--- config.mk ---
export PLATFORM = sky130hd
export DESIGN_NAME = icu_two_tier
export DESIGN_NICKNAME = d
export VERILOG_FILES = /design/src/rtl/icu_pkg.sv /design/src/rtl/icu_source_set.sv /design/src/rtl/icu_prio_enc.sv /design/src/rtl/icu_two_tier.sv
export SDC_FILE = /design/constraint.sdc
export NUM_CORES = 1
export LEC_CHECK = 0
export BUFFER_PORTS_ARGS = -buffer_cell sky130_fd_sc_hd__buf_2
export CAP_MARGIN = 20
export CORE_MARGIN = 2
export CORE_UTILIZATION = 45
export DETAILED_ROUTE_END_ITERATION = 8
export GPL_TIMING_DRIVEN = 0
export PLACE_DENSITY_LB_ADDON = 0.2
export RECOVER_POWER = 50
export SETUP_SLACK_MARGIN = 0.1
export SYNTH_ARGS = -nofsm -noshare
export SYNTH_HDL_FRONTEND = slang
export SYNTH_SLANG_ARGS = --single-unit
--- constraint.sdc ---
create_clock -name clk -period 1.4 [get_ports clk]
set_input_delay 0.21 -clock clk [delete_from_list [all_inputs] [get_ports clk]]
set_output_delay 0.21 -clock clk [all_outputs]
set_load 0.005 [all_outputs]
--- src/rtl/icu_pkg.sv ---
package icu_pkg;
  localparam int SET_BITS = 32;
  localparam int LVL_W    = 4;
  localparam int NUM_LVL  = 1 << LVL_W;

  // Priority level of a source (0 = low tier)
  function automatic logic [LVL_W-1:0] level_of(input int s, input int b);
    logic [LVL_W-1:0] lv;
    lv = '0;
    case (s)
      1: begin
        if (b == 18)      lv = 4'd4;
        else if (b == 17) lv = 4'd3;
        else if (b == 27) lv = 4'd2;
      end
      2: begin
        if (b >= 16 && b <= 19)      lv = 4'd9;
        else if (b <= 1)             lv = 4'd8;
        else if (b >= 20 && b <= 23) lv = 4'd7;
        else if (b == 4 || b == 5)   lv = 4'd6;
      end
      3: begin
        if (b == 25 || b == 24)   lv = 4'd15;
        else if (b == 30)         lv = 4'd14;
        else if (b == 29)         lv = 4'd13;
        else if (b == 7 || b == 0) lv = 4'd1;
      end
      default: lv = '0;
    endcase
    return lv;
  endfunction

  function automatic logic neg_edge(input int s, input int b);
    return (s == 2 && ((b >= 20 && b <= 23) || b == 4 || b == 5)) ||
           (s == 3 && (b == 24 || b == 0));
  endfunction

  function automatic logic [SET_BITS-1:0] mapped_mask(input int s);
    logic [SET_BITS-1:0] m;
    m = '0;
    for (int b = 0; b < SET_BITS; b++) m[b] = (level_of(s, b) != '0);
    return m;
  endfunction
endpackage

--- src/rtl/icu_source_set.sv ---
module icu_source_set
  import icu_pkg::*;
#(
  parameter int SET_IDX = 1
) (
  input  logic                clk,
  input  logic                rst,
  input  logic [SET_BITS-1:0] src,
  input  logic                clr_we,
  input  logic                en_we,
  input  logic [SET_BITS-1:0] wdata,
  output logic [SET_BITS-1:0] status,
  output logic [SET_BITS-1:0] enable,
  output logic                low_req,
  output logic [NUM_LVL-1:0]  lvl_req
);
  localparam logic [SET_BITS-1:0] MAPPED = mapped_mask(SET_IDX);

  logic [SET_BITS-1:0] src_q;
  logic [SET_BITS-1:0] edge_v;
  logic [SET_BITS-1:0] clr_v;

  for (genvar b = 0; b < SET_BITS; b++) begin : g_edge
    if (neg_edge(SET_IDX, b)) begin : g_neg
      assign edge_v[b] = src_q[b] & ~src[b];
    end else begin : g_pos
      assign edge_v[b] = src[b] & ~src_q[b];
    end
  end

  assign clr_v = clr_we ? wdata : '0;

  always_ff @(posedge clk) begin
    if (rst) begin
      src_q  <= src;
      status <= '0;
      enable <= '0;
    end else begin
      src_q  <= src;
      status <= (status & ~clr_v) | edge_v;
      if (en_we) enable <= wdata;
    end
  end

  assign low_req = |(status & enable & ~MAPPED);

  always_comb begin
    logic [LVL_W-1:0] lv;
    lvl_req = '0;
    for (int i = 0; i < SET_BITS; i++) begin
      lv = level_of(SET_IDX, i);
      if (lv != '0) lvl_req[lv] = lvl_req[lv] | status[i];
    end
  end

  assert_edge_wins_R3: assert property (@(posedge clk) disable iff (rst)
    (edge_v != '0) |=> ((status & $past(edge_v)) == $past(edge_v)));

  assert_clear_only_ones_R2: assert property (@(posedge clk) disable iff (rst)
    ((clr_v & ~edge_v) != '0) |=> ((status & $past(clr_v & ~edge_v)) == '0));
endmodule

--- src/rtl/icu_prio_enc.sv ---
module icu_prio_enc
  import icu_pkg::*;
(
  input  logic [NUM_LVL-1:0] req,
  output logic [LVL_W-1:0]   vec
);
  always_comb begin
    vec = '0;
    for (int i = 0; i < NUM_LVL; i++)
      if (req[i]) vec = LVL_W'(i);
  end
endmodule

--- src/rtl/icu_two_tier.sv ---
module icu_two_tier
  import icu_pkg::*;
#(
  parameter int NSETS  = 4,
  parameter int ADDR_W = $clog2(NSETS) + 2
) (
  input  logic                          clk,
  input  logic                          rst,
  input  logic [(NSETS-1)*SET_BITS-1:0] src_in,
  input  logic                          bus_we,
  input  logic [ADDR_W-1:0]             bus_addr,
  input  logic [31:0]                   bus_wdata,
  output logic [31:0]                   bus_rdata,
  output logic                          irq_hi,
  output logic                          irq_lo
);
  localparam int SET_W = ADDR_W - 2;
  localparam int NSLOT = 1 << SET_W;
  localparam logic [1:0] SLOT_STAT = 2'd0;
  localparam logic [1:0] SLOT_CLR  = 2'd1;
  localparam logic [1:0] SLOT_EN   = 2'd2;

  logic [SET_W-1:0] a_set;
  logic [1:0]       a_slot;
  assign a_set  = bus_addr[ADDR_W-1:2];
  assign a_slot = bus_addr[1:0];

  logic [SET_BITS-1:0] status_a [NSLOT];
  logic [SET_BITS-1:0] enable_a [NSLOT];
  logic [NUM_LVL-1:0]  lvl_a    [NSLOT];
  logic [NSLOT-1:0]    low_a;

  logic                glb_en;
  logic [NUM_LVL-1:1]  lvl_mask;

  for (genvar s = 0; s < NSLOT; s++) begin : g_set
    if (s == 0 || s >= NSETS) begin : g_none
      assign status_a[s] = '0;
      assign enable_a[s] = '0;
      assign lvl_a[s]    = '0;
      assign low_a[s]    = 1'b0;
    end else begin : g_src
      icu_source_set #(.SET_IDX(s)) u_set (
        .clk     (clk),
        .rst     (rst),
        .src     (src_in[(s-1)*SET_BITS +: SET_BITS]),
        .clr_we  (bus_we && a_set == SET_W'(s) && a_slot == SLOT_CLR),
        .en_we   (bus_we && a_set == SET_W'(s) && a_slot == SLOT_EN),
        .wdata   (bus_wdata),
        .status  (status_a[s]),
        .enable  (enable_a[s]),
        .low_req (low_a[s]),
        .lvl_req (lvl_a[s])
      );
    end
  end

  logic [NUM_LVL-1:0] lvl_any;
  logic [NUM_LVL-1:0] lvl_masked;
  logic [LVL_W-1:0]   vec;
  logic               hi_pend;
  logic               lo_pend;

  always_comb begin
    lvl_any = '0;
    for (int s = 0; s < NSLOT; s++) lvl_any = lvl_any | lvl_a[s];
  end

  assign lvl_masked = lvl_any & {lvl_mask, 1'b0};

  icu_prio_enc u_enc (
    .req (lvl_masked),
    .vec (vec)
  );

  assign hi_pend = (vec != '0);
  assign lo_pend = |low_a;

  always_ff @(posedge clk) begin
    if (rst) begin
      glb_en    <= 1'b0;
      lvl_mask  <= '0;
      irq_hi    <= 1'b0;
      irq_lo    <= 1'b0;
      bus_rdata <= '0;
    end else begin
      if (bus_we && a_set == '0 && a_slot == SLOT_EN) begin
        glb_en   <= bus_wdata[0];
        lvl_mask <= bus_wdata[NUM_LVL-1:1];
      end
      irq_hi <= glb_en & hi_pend;
      irq_lo <= lo_pend;
      if (a_set == '0) begin
        case (a_slot)
          SLOT_STAT: bus_rdata <= {hi_pend, lo_pend, {(30-LVL_W){1'b0}}, vec};
          SLOT_EN:   bus_rdata <= {{(32-NUM_LVL){1'b0}}, lvl_mask, glb_en};
          default:   bus_rdata <= '0;
        endcase
      end else begin
        case (a_slot)
          SLOT_STAT: bus_rdata <= status_a[a_set];
          SLOT_EN:   bus_rdata <= enable_a[a_set];
          default:   bus_rdata <= '0;
        endcase
      end
    end
  end

  assert_hi_needs_global_R7: assert property (@(posedge clk) disable iff (rst)
    irq_hi |-> $past(glb_en));

  assert_vec_is_active_R8: assert property (@(posedge clk) disable iff (rst)
    (vec != '0) |-> lvl_masked[vec]);

  assert_vec_zero_idle_R8: assert property (@(posedge clk) disable iff (rst)
    (lvl_masked[NUM_LVL-1:1] == '0) |-> (vec == '0));

  assert_lo_follows_R9: assert property (@(posedge clk) disable iff (rst)
    irq_lo |-> $past(lo_pend));
endmodule

# After elaboration in Yosys (flattened, before gate mapping)
# Index checks and enable logic that the tools add are counted.
# Widths: inputs -> output; s select.
[word_totals]
word_cells = 281
register_bits = 338
output_inout_bits = 34
[classes]
eq_ne = 5
n_bitwise = 219
muxes = 27
n_reduce_logical = 15
magnitude_cmp = 1
[ops]
columns = ["cell", "n"]
rows = [
  ["$mux 32", 8],
  ["$and 32x32->32", 6],
  ["$bmux 32 s2", 2],
  ["$pmux 32 s2", 2],
  ["$and 1x1->1", 97],
  ["$not 1->1", 96],
  ["$not 32->32", 3],
  ["$or 32x32->32", 3],
  ["$reduce_or 75->1", 1],
  ["$mux 4", 8],
  ["$and 16x16->16", 1],
  ["$or 10x16->16", 1],
  ["$mux 3", 4],
  ["$logic_and 1x1->1", 11],
  ["$or 1x1->1", 10],
  ["$or 5x10->10", 1],
  ["$eq 2x2->1 const B", 3],
  ["$eq 2x1->1 const B", 2],
  ["$logic_not 2->1", 2],
  ["$mux 2", 2],
  ["$reduce_bool 4->1", 1],
  ["$ge 3x3->1 const B", 1],
  ["$not 2->3", 1],
  ["$mux 1", 1],
]

# Depth between registers and ports, before layout
# Gate-level depths: netlist of run 1.
[logic_depth]
ltp_word = 24
depth_mapped = 8

# Modules after synthesis
# Synthesis of run 1 repeated with hierarchy kept, for this count alone.
[unflattened]
hier_cells = 1383
area_unflattened_um2 = 13548.0
[by_module_without_submodules]
columns = ["mod", "n_inst", "seq_area_each_um2", "area_each_um2", "cells_per_inst"]
rows = [
  ["icu_two_tier", 1, 1001.0, 3460.8, 353],
  ["icu_source_set at g_set[3].g_src.u_set", 1, 1921.8, 3365.7, 336],
  ["icu_source_set at g_set[1].g_src.u_set", 1, 1921.8, 3308.2, 338],
  ["icu_source_set at g_set[2].g_src.u_set", 1, 1921.8, 3271.9, 331],
  ["icu_prio_enc", 1, 0.0, 141.4, 25],
]

# Least setup slack after synthesis of run 1
# Ideal clock, no wire load.
[synth_path]
kind = "reg2reg"
from = "reg g_set[2].g_src.u_set.status[19]"
to = "reg bus_rdata[31]"
setup_time_ps = 128
setup_slack_ps = -76
arrival_time_ps = 1348
stages_incl_launch_ff = 6
t_required_ps = 1272
cell_sequence = "dfxtp_1 -> o41ai_1 -> and2_1 -> nand2_1 -> nor4_1 -> o21ai_0"
[synth_via]
elab_chain_cells = 14
[synth_lines]
columns = ["element", "line", "text"]
rows = [
  ["start, declared", "icu_source_set.sv:12", "output logic [SET_BITS-1:0] status,"],
  ["start signal, assigned", "icu_source_set.sv:40", "status <= (status & ~clr_v) | edge_v;"],
  ["$or 1x1->1", "icu_source_set.sv:52", "if (lv != '0) lvl_req[lv] = lvl_req[lv] | status[i];"],
  ["$or 5x10->10", "icu_two_tier.sv:66", "for (int s = 0; s < NSLOT; s++) lvl_any = lvl_any | lvl_a[s];"],
  ["$or 10x16->16", "icu_two_tier.sv:66", ""],
  ["$and 16x16->16", "icu_two_tier.sv:69", "assign lvl_masked = lvl_any & {lvl_mask, 1'b0};"],
  ["$mux 4 (7 in series)", "icu_prio_enc.sv:10", "if (req[i]) vec = LVL_W'(i);"],
  ["$reduce_bool 4->1", "icu_two_tier.sv:76", "assign hi_pend = (vec != '0);"],
  ["$pmux 32 s2", "icu_two_tier.sv:94", "case (a_slot)"],
  ["$mux 32", "icu_two_tier.sv:93", "if (a_set == '0) begin"],
  ["end signal, assigned", "icu_two_tier.sv:95", "SLOT_STAT: bus_rdata <= {hi_pend, lo_pend, {(30-LVL_W){1'b0}}, vec};"],
  ["end signal, assigned", "icu_two_tier.sv:96", "SLOT_EN: bus_rdata <= {{(32-NUM_LVL){1'b0}}, lvl_mask, glb_en};"],
  ["end signal, assigned", "icu_two_tier.sv:101", "SLOT_STAT: bus_rdata <= status_a[a_set];"],
  ["end, declared", "icu_two_tier.sv:13", "output logic [31:0] bus_rdata,"],
]
# Every way passes these cells.
# A chain may end at the register's enable or synchronous reset.

# Worst setup path in the final report of run 1
[layout_path]
from = "reg g_set[3].g_src.u_set.status[13]"
to = "reg irq_lo"
[layout_via]
elab_chain_cells = 2
[layout_lines]
columns = ["element", "line", "text"]
rows = [
  ["start, declared", "icu_source_set.sv:12", ""],
  ["start signal, assigned", "icu_source_set.sv:40", ""],
  ["$and 32x32->32", "icu_source_set.sv:45", "assign low_req = |(status & enable & ~MAPPED);"],
  ["$reduce_or 75->1", "icu_two_tier.sv:77", "assign lo_pend = |low_a;"],
  ["end signal, assigned", "icu_two_tier.sv:92", "irq_lo <= lo_pend;"],
  ["end, declared", "icu_two_tier.sv:15", "output logic irq_lo"],
]
# Every way passes these cells.

==> results.sh, run 1 <==
export IMPL_grt_max_degree=15
export IMPL_p_per_area_mw_per_mm2=1278
export IMPL_drive_gt1_share_pct=23.75
export IMPL_status="finished with violations"
export IMPL_met2_usage_pct=47.48
export IMPL_cap_violations=0
export IMPL_whs_ns=0.009377
export IMPL_gp_congestion=0.9656
export IMPL_synth_top_area_cell="dfxtp_1"
export IMPL_hp_class="in2reg"
export IMPL_synth_edf_count=0
export IMPL_place_area_mm2=0.01417
export IMPL_regArea_mm2=0.006803
export IMPL_synthFlopType="dfxtp_1"
export IMPL_pin_count=169
export IMPL_tightest_slew_ns=0.8539
export IMPL_final_setup_skew_ns=0.01058
export IMPL_clock_latency_ns=0.51
export IMPL_p_sw_mw=5.241
export IMPL_area_growth_pct=35.24
export IMPL_num_vias=11952
export IMPL_slew_headroom_pct=43.07
export IMPL_final_core_utilization_pct=61.70
export IMPL_fin_ws_ns=-0.3600
export IMPL_clk_path_buf_depth=3
export IMPL_end_kind="flop"
export IMPL_post_place_ws_ns=-0.6756
export IMPL_nets=1896
export IMPL_grt_pass1_wl_um=66720
export IMPL_cts_tree="done"
export IMPL_clock_fmax_mhz=568.2
export IMPL_wl_per_cell_um=21.05
export IMPL_p_leak_nw=6.545
export IMPL_setup_viol=111
export IMPL_final_cells=2165
export IMPL_firstDrtPassIters=6
export IMPL_timing_rr_start="g_set[3].g_src.u_set.status[13]$_SDFF_PP0_"
export IMPL_yosys_warnings=0
export IMPL_switching_share_pct=23.92
export IMPL_multi_input_area_mm2=0.006023
export IMPL_place_inst=1974
export IMPL_synthCells=1429
export IMPL_seq_power_share_pct=47.5
export IMPL_groute_layer_met3_usage_pct=7.754
export IMPL_drt_iter0_drc=1278
export IMPL_syn_area_mm2=0.01267
export IMPL_period_minus_slack_ns=1.760
export IMPL_synth_seq_cells=338
export IMPL_avgViaCountPerCell=5.521
export IMPL_synth_cell_types=46
export IMPL_path_clk_slew_ns=0.06
export IMPL_use_met1_pct=39.70
export IMPL_dp_hpwl_um=32160
export IMPL_grt_usage_pct=30.19
export IMPL_fp_dieW_um=171.8
export IMPL_die_area_mm2=0.02952
export IMPL_cp_data_arrival_time_ns=2.10
export IMPL_hp_start="bus_wdata[30]"
export IMPL_synth_seq_area_share_pct=53.39
export IMPL_power_mw=21.91
export IMPL_failed_checks="setup timing"
export IMPL_rsz0062_at_grt="true"
export IMPL_slew_violations=0
export IMPL_synth_area_per_cell_um2=8.870
export IMPL_p_comb_share_pct=8.7
export IMPL_top_usage_layer="met2"
export IMPL_fp_dieH_um=171.8
export IMPL_coreArea_mm2=0.02778
export IMPL_startpoint_type="flop"
export IMPL_grt_pass1_vias=11327
export IMPL_cts_htree_levels=2
export IMPL_fin_crit_sh_pct=125.7
export IMPL_critical_path_required_ns=1.74
export IMPL_critPathKind="reg2reg"
export IMPL_synth_top_area_share_pct=53.39
export IMPL_io_buffers=167
export IMPL_worstPathMaxFanout=3
export IMPL_hold_viol=0
export IMPL_vdd_drop_max_v=0.001014
export IMPL_ys_top_cells_by_area="dfxtp_1 (53%), nand2_1 (9.8%), a21oi_1 (8.5%)"
export IMPL_initial_core_util_pct=45.62
export IMPL_synth_async_sr_flop_share_pct=0
export IMPL_finalSetupTns_ns=-8.796
export IMPL_postRouteAntennaNets=0
export IMPL_grt_overflow_total=0
export IMPL_clkSinkCount=338
export IMPL_final_area_mm2=0.01714
export IMPL_cts_inserted_buffers=36
export IMPL_startpoint="g_set[3].g_src.u_set.status[13]$_SDFF_PP0_"
export IMPL_fillers=2419
export IMPL_clock_power_share_pct=43.8
export IMPL_rows=61
export IMPL_p_int_mw=16.67
export IMPL_drc=0
export IMPL_antenna_found_initial=2
export IMPL_cts_root_buf="clkbuf_16"
export IMPL_routed_wl_um=45580
export IMPL_syn_nets=1564
==> worst max-delay path, cell delays in order, from the launching register on <==
cell and delay (ns):
dfxtp_4 0.36, a22o_1 0.23, a221oi_2 0.29, nand4_1 0.21
nor4_4 0.34, a21oi_2 0.14
==> flip-flops by register name (all words and copies together), names as in the netlist <==
signal and cells:
glb_en 1, g_set.g_src.u_set.enable 96, g_set.g_src.u_set.src_q 96, lvl_mask 15
bus_rdata 32, irq_lo 1, irq_hi 1, g_set.g_src.u_set.status 96
==> cell type report <==
class | count | area share [%]
inverters | 2 | 0.04380
clock buffers | 48 | 6.051
diodes | 2 | 0.02920
well taps | 378 | 2.759
multi-input cells | 1001 | 35.14
flip-flops and latches | 338 | 39.69
clock inverters | 14 | 0.9124
plain buffers | 88 | 3.299
repair buffers | 294 | 12.08
==> repair_timing <==
action / CTS / global route
hold buffers: 104 / 0
cloned: 0 / 3
endpoints found under the setup margin: 116 / 151
gates resized for setup: 71 / 108
buffers inserted: 11 / 10
hold endpoints to repair: 116 / 0
pin swaps: 17 / 32
==> worst paths after layout <==
| path | end | slack [ns] | depth (start not counted) |
|---|---|---|---|
| worst max-delay path | irq_lo$_SDFF_PP0_ | -0.36 | 5 |
| worst min-delay path | g_set[3].g_src.u_set.enable[30]$_SDFFE_PP0P_ | 0.009 | 3 |
| worst max register to register | irq_lo$_SDFF_PP0_ | -0.36 | 5 |
| worst min register to register | g_set[3].g_src.u_set.enable[29]$_SDFFE_PP0P_ | 0.45 | 2 |
==> logic make-up after synthesis <==
family / synth area share, %
AND/OR/NAND/NOR: 20.01
AO/OA/AOI/OAI: 17.54
flip-flops: 53.39
buffers and inverters: 3.287
multiplexers: 5.775
==> layout by cell type (no fill, tap or decap), drive strengths merged, types with 18 or more instances in the layout <==
cell / Yosys / layout
nor2b: 99 / 99
a22o: 18 / 18
a21oi: 216 / 216
clkbuf: 41 / 154
dlygate4sd3: 0 / 104
nor2: 101 / 101
a221oi: 38 / 38
nand2: 332 / 332
mux2: 63 / 63
a22oi: 57 / 57
dfxtp: 338 / 338
buf: 47 / 172
==> power groups by stage <==
stage | clock network, mW | registers [mW] | logic (mW)
after CTS | 9.72 | 10.4 | 1.81
after detailed placement | 0 | 10.6 | 1.53
final | 9.60 | 10.4 | 1.91
after floorplan | 0 | 10.4 | 0.886
after global routing | 10.1 | 10.4 | 2.06
after global placement | 0 | 10.6 | 1.50
==> Yosys cell counts (4+ instances only) <==
library cell	n
dfxtp_1	338
nand2_1	332
a21oi_1	216
nor2_1	100
nor2b_1	98
mux2_2	61
a22oi_1	57
clkbuf_1	41
buf_2	39
a221oi_1	38
a22o_1	18
o22ai_1	14
nor3_1	13
nand4_1	10
o21ai_0	5
buf_4	4
==> metal layers <==
metal / vias up / wire length (µm) / part of all wire [%]
met3: 120 / 4558 / 10
li1: 5609 / - / -
met4: 2 / 1703 / 3.7
met5: - / 7 / 0.015
met2: 641 / 20550 / 45
met1: 5580 / 18760 / 41
No activity file was read; power rests on OpenSTA's default activity.
==> run 2: changes to the inputs <==
--- a/config.mk
+++ b/config.mk
@@ -8,7 +8,7 @@
 export BUFFER_PORTS_ARGS = -buffer_cell sky130_fd_sc_hd__buf_2
 export CAP_MARGIN = 20
 export CORE_MARGIN = 2
-export CORE_UTILIZATION = 45
+export CORE_UTILIZATION = 52
 export DETAILED_ROUTE_END_ITERATION = 8
 export GPL_TIMING_DRIVEN = 0
 export PLACE_DENSITY_LB_ADDON = 0.2
==> run 2 against run 1 <==
The flow still finishes with violations (setup timing); worst hold slack worse by 0.0055 ns; maximum frequency down 4.3%; global-route usage increased by 5.2 points; clock skew is 0.00082 ns lower; die area decreased by 13%; combinational power shrank 2%; power decreased by 2.0%; utilization increased by 7.6 points; sequential share of layout area up 0.97 points; routed wire length is 2.0% higher.
==> results.sh, run 2 (synthesis results as in run 1) <==
export IMPL_status="finished with violations"
export IMPL_failed_checks="setup timing"
export IMPL_p_per_area_mw_per_mm2=1286
export IMPL_cts_htree_levels=2
export IMPL_critPathKind="reg2reg"
export IMPL_postRouteAntennaNets=0
export IMPL_vdd_drop_max_v=0.001095
export IMPL_grt_overflow_total=0
export IMPL_setup_viol=81
export IMPL_finalSetupTns_ns=-3.934
export IMPL_path_clk_slew_ns=0.06
export IMPL_slew_violations=0
export IMPL_clock_latency_ns=0.52
export IMPL_timing_rr_start="g_set[1].g_src.u_set.status[20]$_SDFF_PP0_"
export IMPL_nets=1892
export IMPL_layout_commonest_cell="nand2_1"
export IMPL_post_place_ws_ns=-0.6837
export IMPL_crit_end="bus_rdata[30]$_SDFF_PP0_"
export IMPL_worstPathMaxFanout=3
export IMPL_drive_gt1_share_pct=20.60
export IMPL_reg_largest_list="g_set.g_src.u_set.enable (96), g_set.g_src.u_set.src_q (96), g_set.g_src.u_set.status (96)"
export IMPL_cts_inserted_buffers=35
export IMPL_hp_start="bus_wdata[24]"
export IMPL_fin_crit_sh_pct=131.4
export IMPL_tightest_slew_ns=0.8853
export IMPL_drt_iter0_drc=1169
export IMPL_clock_fmax_mhz=543.7
export IMPL_drc=0
export IMPL_r2r_end="bus_rdata[30]$_SDFF_PP0_"
export IMPL_period_minus_slack_ns=1.839
export IMPL_startpoint_type="flop"
export IMPL_end_kind="flop"
export IMPL_initial_core_util_pct=52.58
export IMPL_regArea_mm2=0.006788
export IMPL_coreArea_mm2=0.02411
export IMPL_startpoint="g_set[1].g_src.u_set.status[20]$_SDFF_PP0_"
export IMPL_num_vias=12200
export IMPL_whs_ns=0.003854
export IMPL_avgViaCountPerCell=5.807
export IMPL_area_growth_pct=31.74
export IMPL_rows=57
export IMPL_critical_path_required_ns=1.77
export IMPL_cp_data_arrival_time_ns=2.21
export IMPL_fillers=1963
export IMPL_grt_max_degree=15
export IMPL_fp_dieW_um=160.1
export IMPL_antenna_found_initial=0
export IMPL_wl_per_cell_um=22.13
export IMPL_final_setup_skew_ns=0.009761
export IMPL_grt_pass1_wl_um=69680
export IMPL_firstDrtPassIters=6
export IMPL_hp_class="in2reg"
export IMPL_grt_pass1_vias=11780
export IMPL_die_area_mm2=0.02564
export IMPL_p_leak_nw=6.347
export IMPL_clk_path_buf_depth=3
export IMPL_dp_hpwl_um=32250
export IMPL_final_area_mm2=0.01670
export IMPL_diodes=0
export IMPL_slew_headroom_pct=40.98
export IMPL_rrSetupSlack_ns=-0.44
export IMPL_grt_usage_pct=35.42
export IMPL_pin_count=169
export IMPL_clkSinkCount=338
export IMPL_r2r_cells=4
export IMPL_final_cell_mix="nand2_1 (328), dfxtp_1 (323), a21oi_1 (211), buf_2 (123), dlygate4sd3_1 (104)"
export IMPL_fin_ws_ns=-0.4391
export IMPL_multi_input_area_mm2=0.005857
export IMPL_hold_viol=0
export IMPL_cts_tree="done"
export IMPL_rsz0062_at_grt="true"
export IMPL_io_buffers=167
export IMPL_cts_root_buf="clkbuf_16"
export IMPL_routed_wl_um=46500
export IMPL_gp_congestion=0.9983
export IMPL_place_area_mm2=0.01410
export IMPL_fp_dieH_um=160.1
export IMPL_cap_violations=0
-- run 2: changes by cell type in the layout (fill, tap and decap cells not counted), moves of 6 or more --
cell / delta
a21oi_2: -12
a221oi_1: +7
nand2_2: -6
nand2_1: +10
a221oi_2: -8
clkbuf_1: +11
a21oi_1: +12
-- run 2: cell type report --
cell class / count / share of cell area [%]
Clock buffer: 47 / 6.010
Tap cell: 324 / 2.428
Buffer: 88 / 3.297
Clock inverter: 10 / 0.6819
Sequential cell: 338 / 40.65
Multi-Input combinational cell: 1001 / 35.08
Inverter: 2 / 0.04496
Timing Repair Buffer: 291 / 11.81
-- run 2: worst min path at each step --
| stage | slack (ns) | end | depth (start not counted) |
|---|---|---|---|
| 5_1_grt | 0.01 | g_set[1].g_src.u_set.enable[8]$_SDFFE_PP0P_ | 3 |
| 2_1_floorplan | 0.24 | g_set[1].g_src.u_set.src_q[0]$_DFF_P_ | 0 |
| 3_3_place_gp | 0.32 | g_set[2].g_src.u_set.src_q[19]$_DFF_P_ | 1 |
| 6_report | 0.004 | g_set[2].g_src.u_set.enable[24]$_SDFFE_PP0P_ | 3 |
| 3_5_place_dp | 0.32 | g_set[2].g_src.u_set.src_q[7]$_DFF_P_ | 1 |
| 4_1_cts | 0.00001 | g_set[2].g_src.u_set.enable[20]$_SDFFE_PP0P_ | 3 |
-- run 2: critical path, cell delays in order, from the launching register on --
cell and delay, ns:
dfxtp_1 0.37, a222oi_1 0.61, nand4_1 0.25, nor4_4 0.30, o21bai_1 0.16
-- run 2: where the power goes --
group          total, mW  internal [mW]  switching [mW]
combinational       1.87          0.845            1.03
clock               9.20           5.39            3.81
sequential          10.4           10.0           0.375
total               21.5           16.3            5.21
-- run 2: repair_timing --
| action | in CTS | in global routing |
|---|---|---|
| hold endpoints to repair | 110 | 0 |
| hold buffers | 104 | 0 |
| endpoints found under the setup margin | 127 | 181 |
| pin swaps | 15 | 12 |
| gates resized for setup | 71 | 47 |
| setup buffers | 8 | 12 |
-- run 2: metrics by stage --
step	std cells	util, %	power (mW)
after floorplan	1429	-	11.29
after global placement	1920	58.50	12.06
after detailed placement	1920	58.50	12.10
after CTS	2089	68.83	21.41
after global routing	2101	69.27	22.05
final	2101	69.27	21.48
-- run 2: metal layers --
| metal | track usage, % | vias to the layer above | part of all wire, % |
|---|---|---|---|
| met1 | 46.42 | 5752 | 39 |
| li1 | - | 5592 | - |
| met3 | 8.234 | 131 | 11 |
| met4 | 14.33 | 0 | 4.0 |
| met2 | 56.73 | 725 | 46 |
| met5 | 0 | - | 0 |
==> run 3: changes to the inputs <==
--- a/config.mk
+++ b/config.mk
@@ -7,6 +7,7 @@
 export LEC_CHECK = 0
 export BUFFER_PORTS_ARGS = -buffer_cell sky130_fd_sc_hd__buf_2
 export CAP_MARGIN = 20
+export CORE_ASPECT_RATIO = 0.75
 export CORE_MARGIN = 2
 export CORE_UTILIZATION = 52
 export DETAILED_ROUTE_END_ITERATION = 8
==> run 3 against run 2 <==
The flow still finishes with violations (setup timing); sequential share of layout area down 0.33 points; register-to-register slack better by 0.08 ns; clock skew about the same; worst hold slack better by 0.21 ns; count of clock-buffer cells in the layout down 4; maximum frequency up 4.8%; clock power down 5.4%; critical path type unchanged; highest routed layer unchanged.
==> results.sh, run 3 (synthesis results as in run 1) <==
export IMPL_avgViaCountPerCell=5.827
export IMPL_status="finished with violations"
export IMPL_clkSinkCount=338
export IMPL_antenna_found_initial=0
export IMPL_area_growth_pct=32.80
export IMPL_critPathKind="reg2reg"
export IMPL_cap_violations=0
export IMPL_period_minus_slack_ns=1.755
export IMPL_post_place_ws_ns=-0.7779
export IMPL_postRouteAntennaNets=0
export IMPL_critical_path_required_ns=1.83
export IMPL_firstDrtPassIters=6
export IMPL_final_setup_skew_ns=0.009316
export IMPL_routed_wl_um=47990
export IMPL_slowest_delay_ns=0.37
export IMPL_crit_chain="a22o_4 > a221oi_4 > nand4_1 > nor4_4 > o21bai_1"
export IMPL_clock_latency_ns=0.57
export IMPL_cts_inserted_buffers=30
export IMPL_p_per_area_mw_per_mm2=1251
export IMPL_end_kind="flop"
export IMPL_wl_per_cell_um=22.58
export IMPL_cts_htree_levels=1
export IMPL_slew_headroom_pct=44.20
export IMPL_pin_count=169
export IMPL_cts_tree="done"
export IMPL_startpoint_type="flop"
export IMPL_initial_core_util_pct=52.87
export IMPL_drive_gt1_share_pct=20.96
export IMPL_fin_crit_sh_pct=125.4
export IMPL_p_leak_nw=6.460
export IMPL_rows=49
export IMPL_clock_fmax_mhz=569.8
export IMPL_grt_pass1_wl_um=70520
export IMPL_cts_root_buf="clkbuf_16"
export IMPL_grt_pass1_vias=11693
export IMPL_grt_usage_pct=36.81
export IMPL_fp_dieW_um=184.3
export IMPL_dp_hpwl_um=33500
export IMPL_drt_iter0_drc=1801
export IMPL_slew_violations=0
export IMPL_nets=1907
export IMPL_fp_dieH_um=139.2
export IMPL_layout_commonest_cell="nand2_1"
export IMPL_final_area_mm2=0.01683
export IMPL_setup_viol=111
export IMPL_io_buffers=167
export IMPL_hold_viol=0
export IMPL_vdd_drop_max_v=0.001198
export IMPL_fin_ws_ns=-0.3550
export IMPL_grt_overflow_total=0
export IMPL_power_mw=21.06
export IMPL_num_vias=12382
export IMPL_clk_path_buf_depth=3
export IMPL_slowest_stage="dfxtp_2"
export IMPL_hp_class="in2reg"
export IMPL_gp_congestion=0.9839
export IMPL_rsz0062_at_grt="true"
export IMPL_final_cell_mix="nand2_1 (327), dfxtp_1 (326), a21oi_1 (213), buf_2 (138), dlygate4sd3_1 (128)"
export IMPL_drc=0
export IMPL_diodes=0
export IMPL_die_area_mm2=0.02565
export IMPL_coreArea_mm2=0.02397
export IMPL_grt_max_degree=17
export IMPL_reg_largest_list="g_set.g_src.u_set.enable (96), g_set.g_src.u_set.src_q (96), g_set.g_src.u_set.status (96)"
export IMPL_cp_data_arrival_time_ns=2.19
export IMPL_tightest_slew_ns=0.8370
export IMPL_path_clk_slew_ns=0.07
export IMPL_place_area_mm2=0.01411
export IMPL_worstPathMaxFanout=3
export IMPL_failed_checks="setup timing"
==> run 3: cell types whose count changed in the layout (fill, tap and decap cells not counted), moves of 3 or more <==
cell / previous run / this run
dlygate4sd3_1: 104 / 128
clkbuf_1: 95 / 78
buf_2: 123 / 138
buf_6: 18 / 7
clkbuf_16: 37 / 31
a221oi_2: 9 / 13
clkbuf_4: 3 / 7
dfxtp_2: 14 / 10
a21oi_2: 5 / 2
a221oi_1: 27 / 24
clkbuf_2: 15 / 18
dfxtp_1: 323 / 326
==> run 3: final cells by class <==
| type | count | area (µm²) |
|---|---|---|
| timing repair buffer | 311 | 2195 |
| multi-input combinational | 1001 | 5883 |
| tap | 331 | 414.1 |
| buffer | 88 | 518.0 |
| inverter | 2 | 7.507 |
| clock buffer | 43 | 880.8 |
| fill | 1902 | 7139 |
| sequential | 338 | 6787 |
| clock inverter | 11 | 147.6 |
==> run 3: what timing repair did <==
| item | in CTS | in global routing |
|---|---|---|
| buffers inserted | 8 | 8 |
| hold buffers | 128 | 0 |
| pin swaps | 13 | 16 |
| endpoints found under the hold margin | 238 | 0 |
| gates cloned | 0 | 0 |
| gates resized for setup | 60 | 49 |
| endpoints found under the setup margin | 99 | 191 |
==> run 3: per-layer routing <==
metal | global-route usage [%] | wire [µm] | vias up
li1 | - | - | 5623
met2 | 54.20 | 20320 | 760
met3 | 10.98 | 5735 | 101
met1 | 51.10 | 20180 | 5898
met4 | 13.35 | 1746 | 0
met5 | 0 | 0 | -
==> run 3: stage by stage <==
stage | cells | hold slack [ns] | TNS (ns) | util (%)
after CTS | 2117 | 0.1858 | -1.651 | 69.77
after floorplan | 1429 | 0.2377 | 0 | -
final | 2125 | 0.2140 | -11.57 | 70.22
after global routing | 2125 | 0.2095 | -13.91 | 70.22
after global placement | 1927 | 0.3232 | -106.89 | 58.86
after detailed placement | 1927 | 0.3232 | -108.76 | 58.86
==> run 3: worst paths after layout <==
check	startpoint	end	slack, ns	cells past startpoint
worst max-delay path	g_set[3].g_src.u_set.status[20]$_SDFF_PP0_	bus_rdata[30]$_SDFF_PP0_	-0.35	5
worst min-delay path	bus_addr[3]	bus_rdata[6]$_SDFF_PP0_	0.21	3
worst max register to register	g_set[3].g_src.u_set.status[20]$_SDFF_PP0_	bus_rdata[30]$_SDFF_PP0_	-0.35	5
worst min register to register	g_set[2].g_src.u_set.enable[17]$_SDFFE_PP0P_	g_set[2].g_src.u_set.enable[17]$_SDFFE_PP0P_	0.46	2
==> run 3: report_power, final <==
group	switching, mW	internal [mW]	total (mW)
logic	1.06	0.889	1.95
registers	0.388	10.0	10.4
clock network	3.77	4.93	8.70
total	5.22	15.8	21.1
==> run 3: critical path: cells and delay by family, from the launching register on <==
kind	cells	cell delay, ns
flip-flops	1	0.37
AO/OA/AOI/OAI	3	0.77
AND/OR/NAND/NOR	2	0.48
